## config.mk

```make
export PLATFORM = sky130hd
export DESIGN_NAME = i2c_irq_status_unit
export DESIGN_NICKNAME = d
export VERILOG_FILES = /design/src/rtl/i2c_irq_pkg.sv /design/src/rtl/i2c_irq_vec_enc.sv /design/src/rtl/i2c_irq_next.sv /design/src/rtl/i2c_irq_status_unit.sv
export SDC_FILE = /design/constraint.sdc
export NUM_CORES = 1
export LEC_CHECK = 0
export ABC_AREA = 1
export CAP_MARGIN = 20
export CORE_MARGIN = 2
export CORE_UTILIZATION = 51
export CTS_BUF_LIST = sky130_fd_sc_hd__clkbuf_4
export DETAILED_ROUTE_END_ITERATION = 12
export HOLD_SLACK_MARGIN = 0.08
export PLACE_DENSITY = 0.84
export SYNTH_ARGS = -nofsm -noshare
export SYNTH_HDL_FRONTEND = slang
export SYNTH_SLANG_ARGS = --single-unit
export TNS_END_PERCENT = 1
```

## constraint.sdc

```tcl
create_clock -name clk -period 1.21 [get_ports clk]
set_input_delay 0.121 -clock clk [delete_from_list [all_inputs] [get_ports clk]]
set_output_delay 0.121 -clock clk [all_outputs]
set_load 0.005 [all_outputs]
```

## src/rtl/i2c_irq_pkg.sv

```systemverilog
package i2c_irq_pkg;

    localparam int unsigned DW = 16;
    localparam int unsigned IDX_W = $clog2(DW + 1);

    // register select codes
    localparam logic [2:0] SEL_STAT = 3'd0;
    localparam logic [2:0] SEL_ENA  = 3'd1;
    localparam logic [2:0] SEL_DMA  = 3'd2;
    localparam logic [2:0] SEL_VEC  = 3'd3;
    localparam logic [2:0] SEL_TEST = 3'd4;

    // flag positions
    localparam int unsigned FLG_NACK = 1;
    localparam int unsigned FLG_ARDY = 2;
    localparam int unsigned FLG_RRDY = 3;
    localparam int unsigned FLG_XRDY = 4;
    localparam int unsigned FLG_XUDF = 10;
    localparam int unsigned FLG_ROVR = 11;
    localparam int unsigned FLG_BUSY = 12;
    localparam int unsigned FLG_SBD  = 15;

    localparam int unsigned DMA_RX_BIT = 15;
    localparam int unsigned DMA_TX_BIT = 7;
    localparam int unsigned TEST_FORCE_BIT = 11;

    localparam logic [DW-1:0] STORE_MASK = ~(DW'(1) << FLG_BUSY);
    localparam logic [DW-1:0] DMA_KEEP   = (DW'(1) << DMA_RX_BIT) | (DW'(1) << DMA_TX_BIT);
    localparam logic [DW-1:0] W1C_MASK   = DW'(16'h0027);
    localparam logic [DW-1:0] TEST_FORCE = DW'(16'h003F);
    localparam logic [DW-1:0] ENA_OLD    = DW'(16'h001F);
    localparam logic [DW-1:0] ENA_NEW    = DW'(16'h003F);

    typedef struct packed {
        logic [DW-1:0] status;
        logic [DW-1:0] mask;
        logic [DW-1:0] dma;
        logic [DW-1:0] rdata;
        logic          irq;
        logic          rx_req;
        logic          tx_req;
    } unit_state_t;

endpackage

```

## src/rtl/i2c_irq_vec_enc.sv

```systemverilog
module i2c_irq_vec_enc #(
    parameter int unsigned W = 16,
    localparam int unsigned OUT_W = $clog2(W + 1)
) (
    input  logic [W-1:0]     pend_i,
    output logic [OUT_W-1:0] idx_o,
    output logic [W-1:0]     onehot_o
);
    // lowest set bit wins; scanned from the top so the last hit is the lowest
    always_comb begin
        idx_o    = '0;
        onehot_o = '0;
        for (int i = W - 1; i >= 0; i--) begin
            if (pend_i[i]) begin
                idx_o       = OUT_W'(i + 1);
                onehot_o    = '0;
                onehot_o[i] = 1'b1;
            end
        end
    end
endmodule

```

## src/rtl/i2c_irq_next.sv

```systemverilog
module i2c_irq_next
    import i2c_irq_pkg::*;
#(
    parameter bit NEW_LAYOUT = 1'b1
) (
    input  unit_state_t   cur_i,
    input  logic          wr_i,
    input  logic          rd_i,
    input  logic [2:0]    sel_i,
    input  logic [DW-1:0] wdata_i,
    input  logic [DW-1:0] set_i,
    input  logic          busy_i,
    output unit_state_t   nxt_o
);
    localparam logic [DW-1:0] ENA_KEEP = NEW_LAYOUT ? ENA_NEW : ENA_OLD;

    logic [DW-1:0]    pend;
    logic [IDX_W-1:0] vec_idx;
    logic [DW-1:0]    vec_onehot;
    logic [DW-1:0]    clr_w;
    logic [DW-1:0]    force_w;
    logic [DW-1:0]    vec_rd_w;

    assign pend = cur_i.status & cur_i.mask;

    i2c_irq_vec_enc #(.W(DW)) u_vec (
        .pend_i   (pend),
        .idx_o    (vec_idx),
        .onehot_o (vec_onehot)
    );

    generate
        if (NEW_LAYOUT) begin : g_new
            assign clr_w    = (wr_i && sel_i == SEL_STAT) ? (wdata_i & W1C_MASK) : '0;
            assign force_w  = (wr_i && sel_i == SEL_TEST && wdata_i[TEST_FORCE_BIT]) ? TEST_FORCE : '0;
            assign vec_rd_w = '0;
        end else begin : g_old
            assign clr_w    = (rd_i && sel_i == SEL_VEC) ? vec_onehot : '0;
            assign force_w  = '0;
            assign vec_rd_w = DW'(vec_idx);
        end
    endgenerate

    always_comb begin
        nxt_o = cur_i;

        // set has priority over clear
        nxt_o.status = ((cur_i.status & ~clr_w) | set_i | force_w) & STORE_MASK;

        if (wr_i && sel_i == SEL_ENA) begin
            nxt_o.mask = wdata_i & ENA_KEEP;
        end
        if (wr_i && sel_i == SEL_DMA) begin
            nxt_o.dma = wdata_i & DMA_KEEP;
            if (wdata_i[DMA_RX_BIT]) nxt_o.mask[FLG_RRDY] = 1'b0;
            if (wdata_i[DMA_TX_BIT]) nxt_o.mask[FLG_XRDY] = 1'b0;
        end

        nxt_o.irq    = |(nxt_o.status & nxt_o.mask);
        nxt_o.rx_req = nxt_o.dma[DMA_RX_BIT] & nxt_o.status[FLG_RRDY];
        nxt_o.tx_req = nxt_o.dma[DMA_TX_BIT] & nxt_o.status[FLG_XRDY];

        if (rd_i) begin
            case (sel_i)
                SEL_STAT: begin
                    nxt_o.rdata           = cur_i.status;
                    nxt_o.rdata[FLG_BUSY] = busy_i;
                end
                SEL_ENA: nxt_o.rdata = cur_i.mask;
                SEL_DMA: nxt_o.rdata = cur_i.dma;
                SEL_VEC: nxt_o.rdata = vec_rd_w;
                default: nxt_o.rdata = '0;
            endcase
        end
    end
endmodule

```

## src/rtl/i2c_irq_status_unit.sv

```systemverilog
module i2c_irq_status_unit
    import i2c_irq_pkg::*;
#(
    parameter bit NEW_LAYOUT = 1'b1
) (
    input  logic        clk,
    input  logic        rst,
    input  logic        reg_wr_i,
    input  logic        reg_rd_i,
    input  logic [2:0]  reg_sel_i,
    input  logic [15:0] reg_wdata_i,
    output logic [15:0] reg_rdata_o,
    input  logic [15:0] set_flags_i,
    input  logic        bus_busy_i,
    output logic        irq_o,
    output logic        rx_dma_req_o,
    output logic        tx_dma_req_o
);
    localparam logic [DW-1:0] ENA_KEEP = NEW_LAYOUT ? ENA_NEW : ENA_OLD;

    unit_state_t state_d, state_q;

    i2c_irq_next #(.NEW_LAYOUT(NEW_LAYOUT)) u_next (
        .cur_i   (state_q),
        .wr_i    (reg_wr_i),
        .rd_i    (reg_rd_i),
        .sel_i   (reg_sel_i),
        .wdata_i (reg_wdata_i),
        .set_i   (set_flags_i),
        .busy_i  (bus_busy_i),
        .nxt_o   (state_d)
    );

    always_ff @(posedge clk) begin
        if (rst) state_q <= '0;
        else     state_q <= state_d;
    end

    assign reg_rdata_o  = state_q.rdata;
    assign irq_o        = state_q.irq;
    assign rx_dma_req_o = state_q.rx_req;
    assign tx_dma_req_o = state_q.tx_req;


    irq_follow_chk: assert property (@(posedge clk) disable iff (rst)
        ((|(set_flags_i & state_q.mask)) && !(reg_wr_i && (reg_sel_i == SEL_ENA || reg_sel_i == SEL_DMA)))
        |=> irq_o);


    set_wins_chk: assert property (@(posedge clk) disable iff (rst)
        (|set_flags_i) |=> ((state_q.status & $past(set_flags_i & STORE_MASK)) == $past(set_flags_i & STORE_MASK)));


    dma_mask_chk: assert property (@(posedge clk) disable iff (rst)
        (reg_wr_i && reg_sel_i == SEL_DMA && reg_wdata_i[DMA_RX_BIT]) |=> !state_q.mask[FLG_RRDY]);


    rx_gate_chk: assert property (@(posedge clk) disable iff (rst)
        !state_q.dma[DMA_RX_BIT] |-> !rx_dma_req_o);


    mask_width_chk: assert property (@(posedge clk) disable iff (rst)
        (reg_wr_i && reg_sel_i == SEL_ENA) |=> ((state_q.mask & ~ENA_KEEP) == '0));

    generate
        if (NEW_LAYOUT) begin : g_chk_new

            vec_absent_chk: assert property (@(posedge clk) disable iff (rst)
                (reg_rd_i && reg_sel_i == SEL_VEC) |=> (reg_rdata_o == '0));
        end else begin : g_chk_old

            vec_nonzero_chk: assert property (@(posedge clk) disable iff (rst)
                (reg_rd_i && reg_sel_i == SEL_VEC && (|(state_q.status & state_q.mask)))
                |=> (reg_rdata_o != '0));
        end
    endgenerate
endmodule

```

Yosys cells after proc, flatten, opt, wreduce, memory -nomap -nowiden
Index checks and enable logic that the tools add are counted.
- memory bits (writable): 0
- input bits: 40
- bits in latches: 0
- word-level logic and storage cells: 33
- bits in read-only memories: 0
- output and inout bits: 19
- flip-flop bits (word level): 53
- memories kept: 0
- equal/unequal tests: 3
- mux-type cells: 8
- order comparisons: 0
- $mul: 0
- reductions and logical operators: 7
- add/sub/neg operators: 0
- bitwise operators: 7
- shift operators: 0
- divide/modulo/power cells: 0
- operators with widths (kind ; number):
    case mux 16 bit (3 select lines) ; 1
    bitwise AND 16 bit ; 2
    2-to-1 mux 16 bit ; 2
    bitwise OR 16 bit ; 2
    inverter 16 bit ; 1
    OR reduction 16 bit ; 1
    2-to-1 mux 6 bit ; 2
    logical AND 1 bit ; 5
    == test 3 x 1 -> 1 bit (second input constant) ; 1
    == test 3 x 2 -> 1 bit (second input constant) ; 1
    == test 3 bit (second input constant) ; 1
    logical NOT 3 bit ; 1
    bitwise AND 1 bit ; 2
    2-to-1 mux 1 bit ; 2
    2-to-1 mux 2 bit ; 1

Longest topological paths before layout
- depth after elaboration: 9
- mapped depth: 12
- gate-level depth less buffers: 12

Cells and area by module
From an unflattened synthesis, not the netlist that was laid out.
- cells, all modules: 484
- area, all modules: 3235.6 µm²
- modules (own cells, without submodules) (module ; cells each ; seq. area each (µm²) ; times used ; area an instance (µm²)):
    i2c_irq_status_unit ; 224 ; 1341.3 ; 1 ; 2020.7
    i2c_irq_next ; 260 ; 0.0 ; 1 ; 1214.9

Worst setup path before layout
OpenSTA, ideal clock, no wires.
- path type: input to register
- start: input reg_sel_i[0]
- end: register state_q (netlist bit irq_o)
- slack: 137 ps
- cell stages on the path: 10
- arrival: 964 ps
- buffers on the path: 1
- data required time: 1101 ps
- library setup time: 109 ps
- cell sequence: inv_2 -> nor2_8 -> nand3_4 -> buf_6 -> nand3_1 -> nand2_1 -> nor3_2 -> nand3_1 -> nand2_1 -> inv_1
- longest elaborated chain between the ends: 9
- elaborated cells between the ends (all ways): 21
- classes of those cells: eq/ne: 3; mux: 6; bitwise: 5; reduce/logical: 7
- RTL lines (item ; RTL line ; text):
    from (decl) ; i2c_irq_status_unit.sv:10 ; input logic [2:0] reg_sel_i,
    logical NOT 3 bit ; i2c_irq_next.sv:34 ; assign clr_w = (wr_i && sel_i == SEL_STAT) ? (wdata_i & W1C_MASK) : '0;
    logical AND 1 bit ; i2c_irq_next.sv:34 ;
    2-to-1 mux 6 bit ; i2c_irq_next.sv:34 ;
    inverter 16 bit ; i2c_irq_next.sv:48 ; nxt_o.status = ((cur_i.status & ~clr_w) | set_i | force_w) & STORE_MASK;
    bitwise AND 16 bit ; i2c_irq_next.sv:48 ;
    bitwise OR 16 bit (2 in series) ; i2c_irq_next.sv:48 ;
    bitwise AND 16 bit * ; i2c_irq_next.sv:59 ; nxt_o.irq = |(nxt_o.status & nxt_o.mask);
    OR reduction 16 bit * ; i2c_irq_next.sv:59 ;
    to (signal assigned) ; i2c_irq_status_unit.sv:36 ; else state_q <= state_d;
    to (decl) ; i2c_irq_status_unit.sv:21 ; unit_state_t state_d, state_q;
Every way passes the cells marked *; elsewhere a longest branch is shown, timed or not.
A chain may end at the register's enable or synchronous reset.

Final worst setup path
- start: input reg_sel_i[1]
- end: register state_q (netlist bit irq_o)
Same word-level chain as after synthesis.

==> results.txt <==
----------------------------------------------------
[Outcome]
  Result of the run ... completed

[Global routing]
  Pin count of the biggest net entering global routing ... 42
  Via count of the first global-routing pass ... 2,089
  Overflow after GRT ... 0
  Total track usage ... 0.226
  Wire length of the first global-routing pass ... 9.29 mm
  Number of antenna violations at the first check in global routing ... 0

[Worst setup path]
  Worst Path Max Fanout ... 9
  WP data required ... 1490 ps
  Crit path kind ... primary input to register
  Worst Setup Start Kind ... primary input
  Critical path endpoint category ... register
  Slack of the worst reg-to-reg path ... 5 ps
  Data arrival time at the worst-slack endpoint ... 1490 ps

[CTS]
  CTS tree ... yes
  Clock Latency Late Sink ... 360 ps
  Number of clock sinks seen by CTS ... 51
  CTS Root Buffer Type ... sky130_fd_sc_hd__clkbuf_4
  Level count of the clock H-tree ... 2
  Maximum clock path buffer count ... 2
  Clk slew on worst S/H paths ... 140 ps
  Post-CTS Hold Buffers ... 0
  Total clock buffers created by CTS ... 5

[Power and ir drop]
  Logic pwr share ... 0.148
  Fraction of power spent switching nets ... 0.261
  Clock network fraction of total power ... 0.259
  Peak supply drop ... 582 uV
  Internal portion of total power ... 2190 uW
  Seq pwr share ... 0.593
  Psw ... 773 uW
  LEAKAGE ... 0.00142 uW
  Pwr Density ... 986 nW/um^2

[Timing]
  Final setup margin ... 5.21 ps
  Total setup violations reported at the end of the flow ... 0
  Unrepaired setup endpoints after global routing ... yes
  Worst-Margin Slew ... 444 ps
  Total count of max-transition violations in the final report ... 0
  Hold violation total from the final report ... 0
  Worst rel slew slack ... 0.704
  Post-route fraction of the period consumed by the critical path ... 0.996
  Peak Freq ... 0.830 GHz
  Worst setup skew after layout ... 8.26 ps
  Final worst path period need ... 1200 ps

[Placed design]
  Area of placed instances ... 2920 um^2
  Port bufs ... 50
  Worst slack, placed ... -606 ps
  HPWL after detailed placement ... 3.94 mm
  Placer's final routability congestion estimate ... 0.851

[Logic synthesis]
  Sequential area share after synthesis ... 0.435
  Post-Syn Instances ... 329
  Count of different cell masters after synthesis ... 28
  Number of warning messages in the yosys log ... 0
  Count of state elements after synthesis ... 51
  Post-Syn Area per Cell ... 7.13 um^2
  Syn_nets ... 369
  Post-synthesis cell area ... 2350 um^2

[Route]
  WL per Instance ... 12.4 um
  Pre-Repair DR Iteration Count ... 4
  First-iteration detailed-routing DRC count ... 167
  Detail-routed via count per cell ... 5.09
  Sum of routed wire length over all layers ... 5.38 mm
  Number of nets with antenna violations after routing ... 0
  Vias ... 2,208
  Number of remaining DRC errors ... 0

[Floorplanning]
  IO Count ... 59
  Core outline area ... 4380 um^2
  X dimension of the die ... 71.8 um
  Std-Cell Rows ... 24
  Starting utilization of the core area ... 0.535
  Height of the chip ... 71.8 um
  DIE AREA ... 5160 um^2

[Finish]
  Area Growth Syn to Fin ... 28.3%
  Post-route cell area ... 3010 um^2
  Final net count ... 421
  Layout cell share with drive strength beyond 1 ... 0.168
  Number of filler instances in the final layout ... 368
  Antenna Diode Count ... 0

[Flow run]
  Number of max-cap violations ... 0

[Hold path]
  Classification of the worst-slack hold path ... primary input to register

----------------------------------------------------
-- worst paths after layout --
kind,startpoint,end,cells after the start
worst max register to register,state_q[61]$_SDFF_PP0_,irq_o$_SDFF_PP0_,10
worst min-delay path,reg_sel_i[0],state_q[52]$_SDFF_PP0_,5
worst min register to register,reg_rdata_o[1]$_SDFFE_PP0P_,reg_rdata_o[1]$_SDFFE_PP0P_,2
worst max-delay path,reg_sel_i[1],irq_o$_SDFF_PP0_,11
-- sequential cells by signal (all words and copies together), names as in the netlist --
register	count
state_q	32
tx_dma_req_o	1
irq_o	1
rx_dma_req_o	1
reg_rdata_o	16
-- metrics by stage --
stage / TNS (ps) / std cells / total power, uW / hold slack [ps] / util
after CTS: -126 / 433 / 2990 / 295 / 0.684
after global routing: -87.5 / 434 / 3120 / 285 / 0.686
final: 0 / 434 / 2970 / 292 / 0.686
after floorplan: 0 / 329 / 2010 / 242 / -
after detailed placement: -15500 / 424 / 2230 / 457 / 0.666
after global placement: -13970 / 424 / 2220 / 446 / 0.666
-- cell families after synthesis --
| kind of cell | synth area share |
|---|---|
| AO/OA/AOI/OAI | 0.112 |
| buffers and inverters | 0.169 |
| AND/OR/NAND/NOR | 0.284 |
| flip-flops | 0.435 |
-- layer usage --
layer | wire length, um | global-route usage | up-vias | share of wire
li1 | - | - | 1124 | -
met1 | 2310 | 0.290 | 996 | 0.43
met2 | 2670 | 0.382 | 80 | 0.50
met3 | 349 | 0.0492 | 8 | 0.065
met4 | 57 | 0.0671 | 0 | 0.011
met5 | 0 | 0 | - | 0
-- worst max-delay path, cell delays in order --
cell and delay (ps):
sky130_fd_sc_hd__dlygate4sd2_1 310, sky130_fd_sc_hd__nor2_8 180, sky130_fd_sc_hd__nand3_4 160, sky130_fd_sc_hd__nand2_1 90, sky130_fd_sc_hd__o21ai_0 120, sky130_fd_sc_hd__nand2_1 80
sky130_fd_sc_hd__nand2_1 50, sky130_fd_sc_hd__nor2_1 120, sky130_fd_sc_hd__nand3_1 120, sky130_fd_sc_hd__nand2_1 90, sky130_fd_sc_hd__inv_1 40
-- power groups by stage --
stage	Clock, uW	Combinational, uW	Sequential, uW
final	768	440	1760
after global placement	0	425	1790
after CTS	796	435	1760
after floorplan	0	220	1790
after detailed placement	0	434	1790
after global routing	867	483	1760
-- synthesized netlist by cell type --
library cell | number | area, um^2
sky130_fd_sc_hd__buf_6 | 1 | 11.3
sky130_fd_sc_hd__o211ai_1 | 1 | 7.51
sky130_fd_sc_hd__inv_2 | 3 | 11.3
sky130_fd_sc_hd__nor3_1 | 10 | 50.1
sky130_fd_sc_hd__nor2_1 | 25 | 93.8
sky130_fd_sc_hd__inv_1 | 52 | 195
sky130_fd_sc_hd__o22ai_1 | 5 | 31.3
sky130_fd_sc_hd__o21ai_0 | 7 | 35.0
sky130_fd_sc_hd__nand2_1 | 83 | 312
sky130_fd_sc_hd__nor3_2 | 1 | 10.0
sky130_fd_sc_hd__buf_1 | 1 | 3.75
sky130_fd_sc_hd__nand3_1 | 11 | 55.1
sky130_fd_sc_hd__o221ai_1 | 1 | 8.76
sky130_fd_sc_hd__buf_4 | 18 | 135
sky130_fd_sc_hd__a32o_1 | 4 | 40.0
sky130_fd_sc_hd__dfxtp_1 | 51 | 1020
sky130_fd_sc_hd__a21oi_1 | 27 | 135
sky130_fd_sc_hd__nand4_1 | 9 | 56.3
sky130_fd_sc_hd__nand2_2 | 1 | 6.26
sky130_fd_sc_hd__clkbuf_1 | 8 | 30.0
sky130_fd_sc_hd__nor2_8 | 1 | 20.0
sky130_fd_sc_hd__o21ai_1 | 1 | 5.00
sky130_fd_sc_hd__nand3b_1 | 1 | 7.51
sky130_fd_sc_hd__buf_2 | 2 | 10.0
sky130_fd_sc_hd__nand3_4 | 1 | 17.5
sky130_fd_sc_hd__nand3_2 | 2 | 20.0
sky130_fd_sc_hd__nor2_2 | 1 | 6.26
sky130_fd_sc_hd__nor2_4 | 1 | 11.3
-- layout by cell type, fill, tap and decap left out --
cell type / count
sky130_fd_sc_hd__inv_4: 1
sky130_fd_sc_hd__nand3b_1: 1
sky130_fd_sc_hd__dfxtp_2: 18
sky130_fd_sc_hd__nor2_2: 2
sky130_fd_sc_hd__clkinv_4: 1
sky130_fd_sc_hd__inv_1: 52
sky130_fd_sc_hd__buf_4: 21
sky130_fd_sc_hd__nand3_4: 2
sky130_fd_sc_hd__o22ai_1: 5
sky130_fd_sc_hd__nor3_2: 1
sky130_fd_sc_hd__nand4_1: 9
sky130_fd_sc_hd__inv_2: 2
sky130_fd_sc_hd__clkinv_1: 1
sky130_fd_sc_hd__nor2_1: 24
sky130_fd_sc_hd__buf_6: 1
sky130_fd_sc_hd__a21oi_1: 27
sky130_fd_sc_hd__dlygate4sd2_1: 21
sky130_fd_sc_hd__nor2_8: 1
sky130_fd_sc_hd__o211ai_1: 1
sky130_fd_sc_hd__dfxtp_1: 33
sky130_fd_sc_hd__o21ai_1: 2
sky130_fd_sc_hd__a32o_1: 4
sky130_fd_sc_hd__nor3_1: 10
sky130_fd_sc_hd__dlymetal6s2s_1: 1
sky130_fd_sc_hd__o21ai_0: 6
sky130_fd_sc_hd__nor2_4: 1
sky130_fd_sc_hd__o221ai_1: 1
sky130_fd_sc_hd__nand2_1: 83
sky130_fd_sc_hd__nand3_2: 3
sky130_fd_sc_hd__clkbuf_2: 1
sky130_fd_sc_hd__clkdlybuf4s50_1: 27
sky130_fd_sc_hd__buf_12: 2
sky130_fd_sc_hd__clkbuf_4: 6
sky130_fd_sc_hd__nand2_2: 1
sky130_fd_sc_hd__nand3_1: 10
-- timing repair --
item,CTS,global route
setup buffers,0,1
resized for setup,45,4
hold endpoints to repair,0,0
gates cloned,1,0
setup endpoints to repair,38,2
-- layout make-up --
cell class | count | area (um^2) | share of cell area
Multi-Input combinational cell | 194 | 953 | 0.317
Clock inverter | 2 | 12.5 | 0.00416
Timing Repair Buffer | 74 | 681 | 0.226
Sequential cell | 51 | 1040 | 0.347
Inverter | 55 | 209 | 0.0694
Clock buffer | 6 | 45.0 | 0.0150
Tap cell | 52 | 65.1 | 0.0216
Note: power is estimated with default switching activity, not from simulation.
